## src/rtl/edgeirq_pkg.sv

```systemverilog
package edgeirq_pkg;

    typedef enum logic [1:0] {
        MODE_OFF  = 2'b00,
        MODE_RISE = 2'b01,
        MODE_FALL = 2'b10,
        MODE_BOTH = 2'b11
    } edge_mode_e;

    typedef enum logic [1:0] {
        ADDR_DED  = 2'd0,
        ADDR_SHR  = 2'd1,
        ADDR_FLAG = 2'd2,
        ADDR_NONE = 2'd3
    } reg_addr_e;

    localparam int MODE_W = 2;

endpackage

```

## src/rtl/edgeirq_sync.sv

```systemverilog
module edgeirq_sync #(
    parameter int W      = 6,
    parameter int STAGES = 2
) (
    input  logic         clk_i,
    input  logic         rst_ni,
    input  logic [W-1:0] async_i,
    output logic [W-1:0] sync_o
);

    logic [STAGES-1:0][W-1:0] stg_d, stg_q;

    always_comb begin
        stg_d[0] = async_i;
        for (int k = 1; k < STAGES; k++) begin
            stg_d[k] = stg_q[k-1];
        end
    end

    always_ff @(posedge clk_i or negedge rst_ni) begin
        if (!rst_ni) begin
            stg_q <= '0;
        end else begin
            stg_q <= stg_d;
        end
    end

    assign sync_o = stg_q[STAGES-1];

endmodule

```

## src/rtl/edgeirq_detect.sv

```systemverilog
module edgeirq_detect
    import edgeirq_pkg::*;
#(
    parameter int W = 6
) (
    input  logic                clk_i,
    input  logic                rst_ni,
    input  logic [W-1:0]        lvl_i,
    input  logic [MODE_W*W-1:0] mode_i,
    output logic [W-1:0]        hit_o
);

    typedef struct packed {
        logic [W-1:0] hist;
    } det_state_t;

    det_state_t st_d, st_q;
    logic [W-1:0] rise, fall;

    always_comb begin
        st_d      = st_q;
        st_d.hist = lvl_i;
        rise      = lvl_i & ~st_q.hist;
        fall      = ~lvl_i & st_q.hist;
        for (int i = 0; i < W; i++) begin
            case (edge_mode_e'(mode_i[MODE_W*i +: MODE_W]))
                MODE_RISE: hit_o[i] = rise[i];
                MODE_FALL: hit_o[i] = fall[i];
                MODE_BOTH: hit_o[i] = rise[i] | fall[i];
                default:   hit_o[i] = 1'b0;
            endcase
        end
    end

    always_ff @(posedge clk_i or negedge rst_ni) begin
        if (!rst_ni) begin
            st_q <= '0;
        end else begin
            st_q <= st_d;
        end
    end

    // the history follows the level whatever the mode
    a_r11_hist_follows: assert property (@(posedge clk_i) disable iff (!rst_ni)
        1'b1 |=> st_q.hist == $past(lvl_i));

endmodule

```

## src/rtl/edgeirq_regs.sv

```systemverilog
module edgeirq_regs
    import edgeirq_pkg::*;
#(
    parameter int NUM_DED = 3,
    parameter int NUM_SHR = 3,
    parameter int REG_W   = 8
) (
    input  logic                      clk_i,
    input  logic                      rst_ni,
    input  logic                      wr_en_i,
    input  logic [1:0]                addr_i,
    input  logic [REG_W-1:0]          wdata_i,
    input  logic [NUM_SHR-1:0]        shr_hit_i,
    output logic [MODE_W*NUM_DED-1:0] ded_mode_o,
    output logic [MODE_W*NUM_SHR-1:0] shr_mode_o,
    output logic [REG_W-1:0]          rdata_o,
    output logic                      shr_evt_o
);

    localparam int DED_W = MODE_W * NUM_DED;
    localparam int SHR_W = MODE_W * NUM_SHR;

    typedef struct packed {
        logic [DED_W-1:0]   ded_pol;
        logic [SHR_W-1:0]   shr_pol;
        logic [NUM_SHR-1:0] flag;
        logic               shr_evt;
    } reg_state_t;

    reg_state_t st_d, st_q;
    logic [NUM_SHR-1:0] clr_req;
    logic unused_hi;

    assign unused_hi = ^wdata_i[REG_W-1:SHR_W];

    always_comb begin
        st_d = st_q;
        for (int j = 0; j < NUM_SHR; j++) begin
            clr_req[j] = wr_en_i && (addr_i == ADDR_FLAG) && !wdata_i[j];
        end
        if (wr_en_i && addr_i == ADDR_DED) st_d.ded_pol = wdata_i[DED_W-1:0];
        if (wr_en_i && addr_i == ADDR_SHR) st_d.shr_pol = wdata_i[SHR_W-1:0];
        for (int j = 0; j < NUM_SHR; j++) begin
            st_d.flag[j] = clr_req[j] ? 1'b0 : (st_q.flag[j] | shr_hit_i[j]);
        end
        st_d.shr_evt = |(st_d.flag & ~st_q.flag);

        case (reg_addr_e'(addr_i))
            ADDR_DED:  rdata_o = REG_W'(st_q.ded_pol);
            ADDR_SHR:  rdata_o = REG_W'(st_q.shr_pol);
            ADDR_FLAG: rdata_o = REG_W'(st_q.flag);
            default:   rdata_o = '0;
        endcase
    end

    always_ff @(posedge clk_i or negedge rst_ni) begin
        if (!rst_ni) begin
            st_q <= '0;
        end else begin
            st_q <= st_d;
        end
    end

    assign ded_mode_o = st_q.ded_pol;
    assign shr_mode_o = st_q.shr_pol;
    assign shr_evt_o  = st_q.shr_evt;

    // a shared pulse only follows a flag rising
    a_r8_evt_on_flag_rise: assert property (@(posedge clk_i) disable iff (!rst_ni)
        shr_evt_o |-> (st_q.flag & ~$past(st_q.flag)) != '0);

    generate
        for (genvar j = 0; j < NUM_SHR; j++) begin : g_flag_chk
            // a set flag survives unless a zero is written to it
            a_r7_flag_sticky: assert property (@(posedge clk_i) disable iff (!rst_ni)
                (st_q.flag[j] && !(wr_en_i && addr_i == ADDR_FLAG && !wdata_i[j]))
                |=> st_q.flag[j]);
            // a flag rises only after a detected transition
            a_r7_flag_needs_hit: assert property (@(posedge clk_i) disable iff (!rst_ni)
                $rose(st_q.flag[j]) |-> $past(shr_hit_i[j]));
            // a clearing write wins over a coincident transition
            a_r10_clear_wins: assert property (@(posedge clk_i) disable iff (!rst_ni)
                (wr_en_i && addr_i == ADDR_FLAG && !wdata_i[j]) |=> !st_q.flag[j]);
        end
    endgenerate

endmodule

```

## src/rtl/edgeirq_unit.sv

```systemverilog
module edgeirq_unit
    import edgeirq_pkg::*;
#(
    parameter int NUM_DED     = 3,
    parameter int NUM_SHR     = 3,
    parameter int SYNC_STAGES = 2,
    parameter int REG_W       = 8
) (
    input  logic                       clk_i,
    input  logic                       rst_ni,
    input  logic [NUM_DED+NUM_SHR-1:0] pin_i,
    input  logic                       wr_en_i,
    input  logic [1:0]                 addr_i,
    input  logic [REG_W-1:0]           wdata_i,
    output logic [REG_W-1:0]           rdata_o,
    output logic [NUM_DED-1:0]         ded_evt_o,
    output logic                       shr_evt_o
);

    localparam int NUM_PINS = NUM_DED + NUM_SHR;

    typedef struct packed {
        logic [NUM_DED-1:0] ded_evt;
    } top_state_t;

    top_state_t st_d, st_q;

    logic [NUM_PINS-1:0]        lvl;
    logic [NUM_PINS-1:0]        hit;
    logic [MODE_W*NUM_DED-1:0]  ded_mode;
    logic [MODE_W*NUM_SHR-1:0]  shr_mode;

    edgeirq_sync #(.W(NUM_PINS), .STAGES(SYNC_STAGES)) sync_i (
        .clk_i   (clk_i),
        .rst_ni  (rst_ni),
        .async_i (pin_i),
        .sync_o  (lvl)
    );

    edgeirq_detect #(.W(NUM_PINS)) detect_i (
        .clk_i  (clk_i),
        .rst_ni (rst_ni),
        .lvl_i  (lvl),
        .mode_i ({shr_mode, ded_mode}),
        .hit_o  (hit)
    );

    edgeirq_regs #(.NUM_DED(NUM_DED), .NUM_SHR(NUM_SHR), .REG_W(REG_W)) regs_i (
        .clk_i      (clk_i),
        .rst_ni     (rst_ni),
        .wr_en_i    (wr_en_i),
        .addr_i     (addr_i),
        .wdata_i    (wdata_i),
        .shr_hit_i  (hit[NUM_PINS-1:NUM_DED]),
        .ded_mode_o (ded_mode),
        .shr_mode_o (shr_mode),
        .rdata_o    (rdata_o),
        .shr_evt_o  (shr_evt_o)
    );

    always_comb begin
        st_d         = st_q;
        st_d.ded_evt = hit[NUM_DED-1:0];
    end

    always_ff @(posedge clk_i or negedge rst_ni) begin
        if (!rst_ni) begin
            st_q <= '0;
        end else begin
            st_q <= st_d;
        end
    end

    assign ded_evt_o = st_q.ded_evt;

    generate
        for (genvar i = 0; i < NUM_DED; i++) begin : g_ded_chk
            // a disabled pin never raises its event
            a_r2_off_silent: assert property (@(posedge clk_i) disable iff (!rst_ni)
                ded_evt_o[i] |-> $past(ded_mode[MODE_W*i +: MODE_W]) != MODE_OFF);
            // every event follows a real change of the synchronized level
            a_r5_needs_change: assert property (@(posedge clk_i) disable iff (!rst_ni)
                ded_evt_o[i] |-> $past(lvl[i]) != $past(lvl[i], 2));
        end
    endgenerate

endmodule

```

## config.mk

```make
export PLATFORM = sky130hd
export DESIGN_NAME = edgeirq_unit
export DESIGN_NICKNAME = d
export VERILOG_FILES = /design/src/rtl/edgeirq_pkg.sv /design/src/rtl/edgeirq_sync.sv /design/src/rtl/edgeirq_detect.sv /design/src/rtl/edgeirq_regs.sv /design/src/rtl/edgeirq_unit.sv
export SDC_FILE = /design/constraint.sdc
export NUM_CORES = 1
export LEC_CHECK = 0
export CAP_MARGIN = 10
export CORE_ASPECT_RATIO = 1.75
export CORE_MARGIN = 3
export CORE_UTILIZATION = 55
export DETAILED_ROUTE_END_ITERATION = 8
export PLACE_DENSITY = 0.84
export RECOVER_POWER = 100
export SYNTH_ARGS = -nofsm -noshare
export SYNTH_HDL_FRONTEND = slang
export SYNTH_SLANG_ARGS = --single-unit
```

## constraint.sdc

```tcl
create_clock -name clk_i -period 2 [get_ports clk_i]
set_input_delay 0.3 -clock clk_i [delete_from_list [all_inputs] [get_ports clk_i]]
set_output_delay 0.3 -clock clk_i [all_outputs]
set_load 0.01 [all_outputs]
```

== Word level (Yosys, flattened, before mapping) ==
Index checks and enable logic that the tools add are counted.

* Flip-flop bits (word level): 37
* Bits of input ports: 19
* Output and inout bits: 12
* Word-level logic and storage cells: 64

* Eq/ne operators: 20
* Mux-type cells: 10
* Bitwise logic cells: 15
* Reduce and logical (&&, ||, !) cells: 11

{| class="wikitable"
|+ Operators with widths
! cell !! number
|-
| 2-bit equality test (second input constant) || 13
|-
| 1-bit case mux with 3 select lines || 6
|-
| 6-bit case mux with 3 select lines || 1
|-
| 2-bit by 1-bit equality test with 1-bit output (second input constant) || 7
|-
| 6-bit AND || 2
|-
| 6-bit inverter || 2
|-
| 1-bit OR || 9
|-
| 1-bit logical AND || 6
|-
| 3-bit AND || 1
|-
| 1-bit zero test || 3
|-
| 1-bit 2-to-1 mux || 3
|-
| 3-bit inverter || 1
|-
| 3-bit OR reduction || 1
|-
| 2-bit zero test || 1
|}

== Longest topological paths before layout ==
* Depth in word-level cells: 8
* Gate-level depth with buffers: 6
* Gate-level depth less buffers: 6

== Hierarchy ==
Synthesis repeated with hierarchy kept, for this count alone.

* Cells, all modules: 149
* Area, all modules: 1760.4 µm²

{| class="wikitable"
|+ By module, submodules not included
! module !! instances !! cells an instance !! area an instance (µm²) !! seq. area each (µm²)
|-
| edgeirq_regs || 1 || 75 || 888.4 || 400.4
|-
| edgeirq_detect || 1 || 59 || 496.7 || 150.1
|-
| edgeirq_sync || 1 || 12 || 300.3 || 300.3
|-
| edgeirq_unit || 1 || 3 || 75.1 || 75.1
|}

== Worst setup path before layout ==
OpenSTA, ideal clock, no wires.

* Path type: register to register
* Start: register sync_i.stg_q (netlist bit sync_i.sync_o[4])
* End: register regs_i.st_q (netlist bit regs_i.shr_evt_o)
* Setup time: 0.126 ns
* Data arrival time: 1.213 ns
* Data required time: 1.874 ns
* Slack: 0.661 ns
* Cell stages (with the launch flop): 6
* Path buffers: 0
* Clock period less this slack: 1.339 ns
* Cells stage by stage: dfrtp_1 > ha_1 > nor2b_1 > o21ai_0 > o21ai_0 > a221o_1

{| class="wikitable"
|+ RTL lines
! what !! RTL line !! source
|-
| start, declared || edgeirq_sync.sv:11 || <nowiki>logic [STAGES-1:0][W-1:0] stg_d, stg_q;</nowiki>
|-
| start signal, assigned || edgeirq_sync.sv:24 || <nowiki>stg_q <= stg_d;</nowiki>
|-
| end signal, assigned || edgeirq_regs.sv:60 || <nowiki>st_q <= st_d;</nowiki>
|-
| end, declared || edgeirq_regs.sv:30 || <nowiki>reg_state_t st_d, st_q;</nowiki>
|}

== Worst setup path in the final report ==
* Start: input port addr_i[1]
* End: output port rdata_o[5]

* Cells in the longest elaborated chain, start to end: 2
* Elaborated cells on any way between the ends: 4
* Classes of those cells: eq/ne (2); mux (1); reduce/logical (1)

{| class="wikitable"
|+ RTL lines
! what !! RTL line !! source
|-
| start, declared || edgeirq_unit.sv:13 || <nowiki>input logic [1:0] addr_i,</nowiki>
|-
| 2-bit equality test (tied with other cells) || edgeirq_regs.sv:48 || <nowiki>case (reg_addr_e'(addr_i))</nowiki>
|-
| 6-bit case mux with 3 select lines * || edgeirq_regs.sv:48 ||
|-
| end, declared || edgeirq_unit.sv:15 || <nowiki>output logic [REG_W-1:0] rdata_o,</nowiki>
|}

Mark *: on every way between the ends. The rest lies on a longest branch, timed or not.

==> summary.md <==
| Metric | Value |
|---|---|
| Detailed Place HPWL | `2210 µm` |
| Hold Path Class | `register to register` |
| Skew final | `0.0105 ns` |
| RSZ-0062 raised after global routing | `no` |
| Synthesized cell area | `0.00166 mm²` |
| Ports | `31` |
| Synth cell types | `21` |
| Final Cycle Share | `between 90% and 100%` |
| DR vias/cell | `5.37` |
| Pin count of the biggest net entering global routing | `38` |
| Core Region | `~0.0028 mm²` |
| Ant. Diodes | `0` |
| Placement Rows | `25` |
| Total wire length | `2970 µm` |
| H-tree Lvls | `2` |
| CP top delay family | `buffers and inverters` |
| Crit end category | `output port` |
| Status | `completed` |
| Yosys top cell area share | `between 50% and 60%` |
| Die width | `around 48 µm` |
| WL per Instance | `between 10 and 15 µm` |
| Pwr Total | `0.00176 W` |
| Critical path type | `input port to output port` |
| Final GP Congestion | `about 0.85` |
| Hold Path Origin | `sync_i.stg_d[11]` |
| Slack of the critical path | `0.101 ns` |
| Max Freq | `between 500 and 600 MHz` |
| Gr ovfl total | `0` |
| DRC violations left | `0` |
| Root Driver | `clkbuf_8` |
| Clock Tree Buf Depth | `2` |
| CTS buffer count | `5` |
| Slew headroom | `40.9%` |
| Sink of the worst hold path | `sync_i.sync_o[5]` |
| Worst path bufs/invs | `3` |
| Worst R2R Start | `sync_i.sync_o[3]` |
| Final Slew Violations | `0` |
| CTS tree | `yes` |
| Clk slew on worst S/H paths | `about 0.070 ns` |
| Drt first pass iters | `4` |
| CP Cell Sequence | `clkdlybuf4s50_1, buf_4, nor2_1, clkdlybuf4s50_1` |
| Post-layout util | `between 70% and 80%` |
| Synth area leaders | `dfrtp_1 56%, ha_1 9.0%, mux2_2 8.1%, mux2i_1 4.8%, inv_1 3.4%` |
| Pwr dens | `about 870 mW/mm²` |
| Most area-hungry cell type in the Yosys netlist | `dfrtp_1` |
| Critical path arrival | `1.60 ns` |
| Most frequent cells in the layout | `37 x dfrtp_1, 15 x inv_1, 12 x mux2_2, 12 x ha_1` |
| Final Hold Slack | `around 0.35 ns` |
| Hold Crit Depth | `0` |
| Final hold viol count | `0` |
| Maximum vdd drop | `0.773 mV` |
| Sequential element share of the synthesized area | `a little under three fifths` |
| Global-route wire length before repair | `5080 µm` |
| Initial Util | `59.8%` |
| Worst R2R Path Depth | `5` |
| Nets | `202` |
| Crit-path max FO | `9` |
| Area Growth Syn to Fin | `22.4%` |
| Sink Count | `37` |
| Overall Global Routing Usage | `19.5%` |
| Synth Instances | `136` |
| Skew-Pair Late Insertion Delay | `0.29 ns` |
| Placed Area | `0.00196 mm²` |
| Post-CTS Setup Bufs | `0` |
| CP dominant cell by count | `clkdlybuf4s50_1` |
| Crit path largest cell delay | `0.55 ns` |
| Syn. warnings | `0` |
| Vias in the first global route | `1148` |
| Routed vias | `1063` |
| DRT iter0 DRCs | `15` |
| I/O Buffers | `26` |
| Final instance area | `roughly 0.0020 mm²` |
| Syn_area_per_cell | `12.2 µm²` |
| Initial antenna violation count | `0` |
| Worst Tran Pin Value | `slightly below 0.9 ns` |
| Critical Path RT | `1.70 ns` |
| DP Worst Slack | `-0.141 ns` |
| Reg-to-reg slack, setup | `0.56 ns` |
| DRT antenna net count | `0` |
| Final min period | `1.90 ns` |
| Yosys reg bits | `37` |
| Startpoint class of the critical path | `input port` |
| CTS Hold Buffers Added | `0` |
| Critical path's slowest cell | `clkdlybuf4s50_1` |
| Post-CTS resize count | `3` |
| Commonest non-fill, non-tap cell in the layout | `dfrtp_1` |
| Final setup viols | `0` |
| Max-cap violation count | `0` |
| Die Y-Extent | `78.8 µm` |
| Pleak | `0.989 nW` |
| Share of cells above drive strength 1 | `15.8%` |
| Worst R2R End | `regs_i.shr_evt_o` |
| DIE AREA | `0.00375 mm²` |
==> worst reg2reg max path, stage by stage (launching register included) <==
cell and delay, ns:
dfrtp_1 0.40, ha_1 0.28, nor2b_1 0.03, o21ai_0 0.23, a211oi_1 0.13, a221o_1 0.27
==> routing by layer <==
metal  up-vias  track usage [%]  routed length [µm]
met1       518             19.9                1090
met5         -                0                   0
met2        22             32.8                1670
met3         9             5.22                 102
li1        514                -                   -
met4         0             12.1                 102
==> how the worst max path moves through the flow <==
stage | start | to | slack (ns) | cells past startpoint
2_1_floorplan | sync_i.sync_o[4] | regs_i.shr_evt_o | 0.66 | 5
3_3_place_gp | addr_i[0] | rdata_o[0] | -0.12 | 5
3_5_place_dp | addr_i[0] | rdata_o[1] | -0.14 | 5
4_1_cts | addr_i[1] | rdata_o[1] | 0.003 | 5
5_1_grt | addr_i[1] | rdata_o[5] | 0.07 | 4
6_report | addr_i[1] | rdata_o[5] | 0.10 | 4
==> cells by family (layout without fill, tap and decap cells) <==
kind of cell | Yosys count | after routing | synth area share, %
compound gates | 17 | 17 | 6.24
simple gates | 30 | 30 | 10.3
buf+inv | 19 | 53 | 5.64
fa+ha+maj | 12 | 12 | 9.02
mux | 20 | 20 | 12.9
other cells | 1 | 2 | 0.225
flops | 37 | 37 | 55.6
==> registers in the layout (all words and copies together), names as in the netlist <==
name,count
sync_i.stg_d,6
sync_i.sync_o,6
regs_i.shr_evt_o,1
ded_evt_o,3
detect_i.st_q,6
regs_i.st_q,3
regs_i.ded_mode_o,6
regs_i.shr_mode_o,6
==> cell usage after synthesis <==
cell,n
nand3b_4,1
buf_6,2
nor2_2,1
o21ai_0,11
nand3b_1,2
conb_1,1
nor3b_4,1
dfrtp_1,37
a31oi_1,1
a211oi_1,1
a221o_1,1
ha_1,12
nand2_1,11
o22a_1,2
nor2_1,7
nor2b_1,7
mux2i_1,8
inv_1,15
buf_4,2
o211ai_1,1
mux2_2,12
==> metrics by stage <==
step / setup TNS, ns / std cells
global placement: -0.564 / 191
detailed placement: -0.567 / 191
floorplan: 0 / 137
finish: 0 / 198
CTS: 0 / 198
global route: 0 / 198
==> power breakdown <==
part	total [W]	leakage (nW)	internal, W	switching, W
combinational	0.000317	0.511	0.000180	0.000137
clock	0.000520	0.0433	0.000272	0.000248
sequential	0.000925	0.435	0.000846	0.0000790
total	0.00176	0.989	0.00130	0.000464
==> cell type report <==
type / instances / area [µm²]
Sequential cell: 37 / 926
Fill cell: 202 / 747
Multi-Input combinational cell: 81 / 642
Timing Repair Buffer: 31 / 289
Clock buffer: 6 / 82.6
Inverter: 15 / 56.3
Tap cell: 27 / 33.8
Clock inverter: 1 / 7.51
No activity file was read; power rests on OpenSTA's default activity.
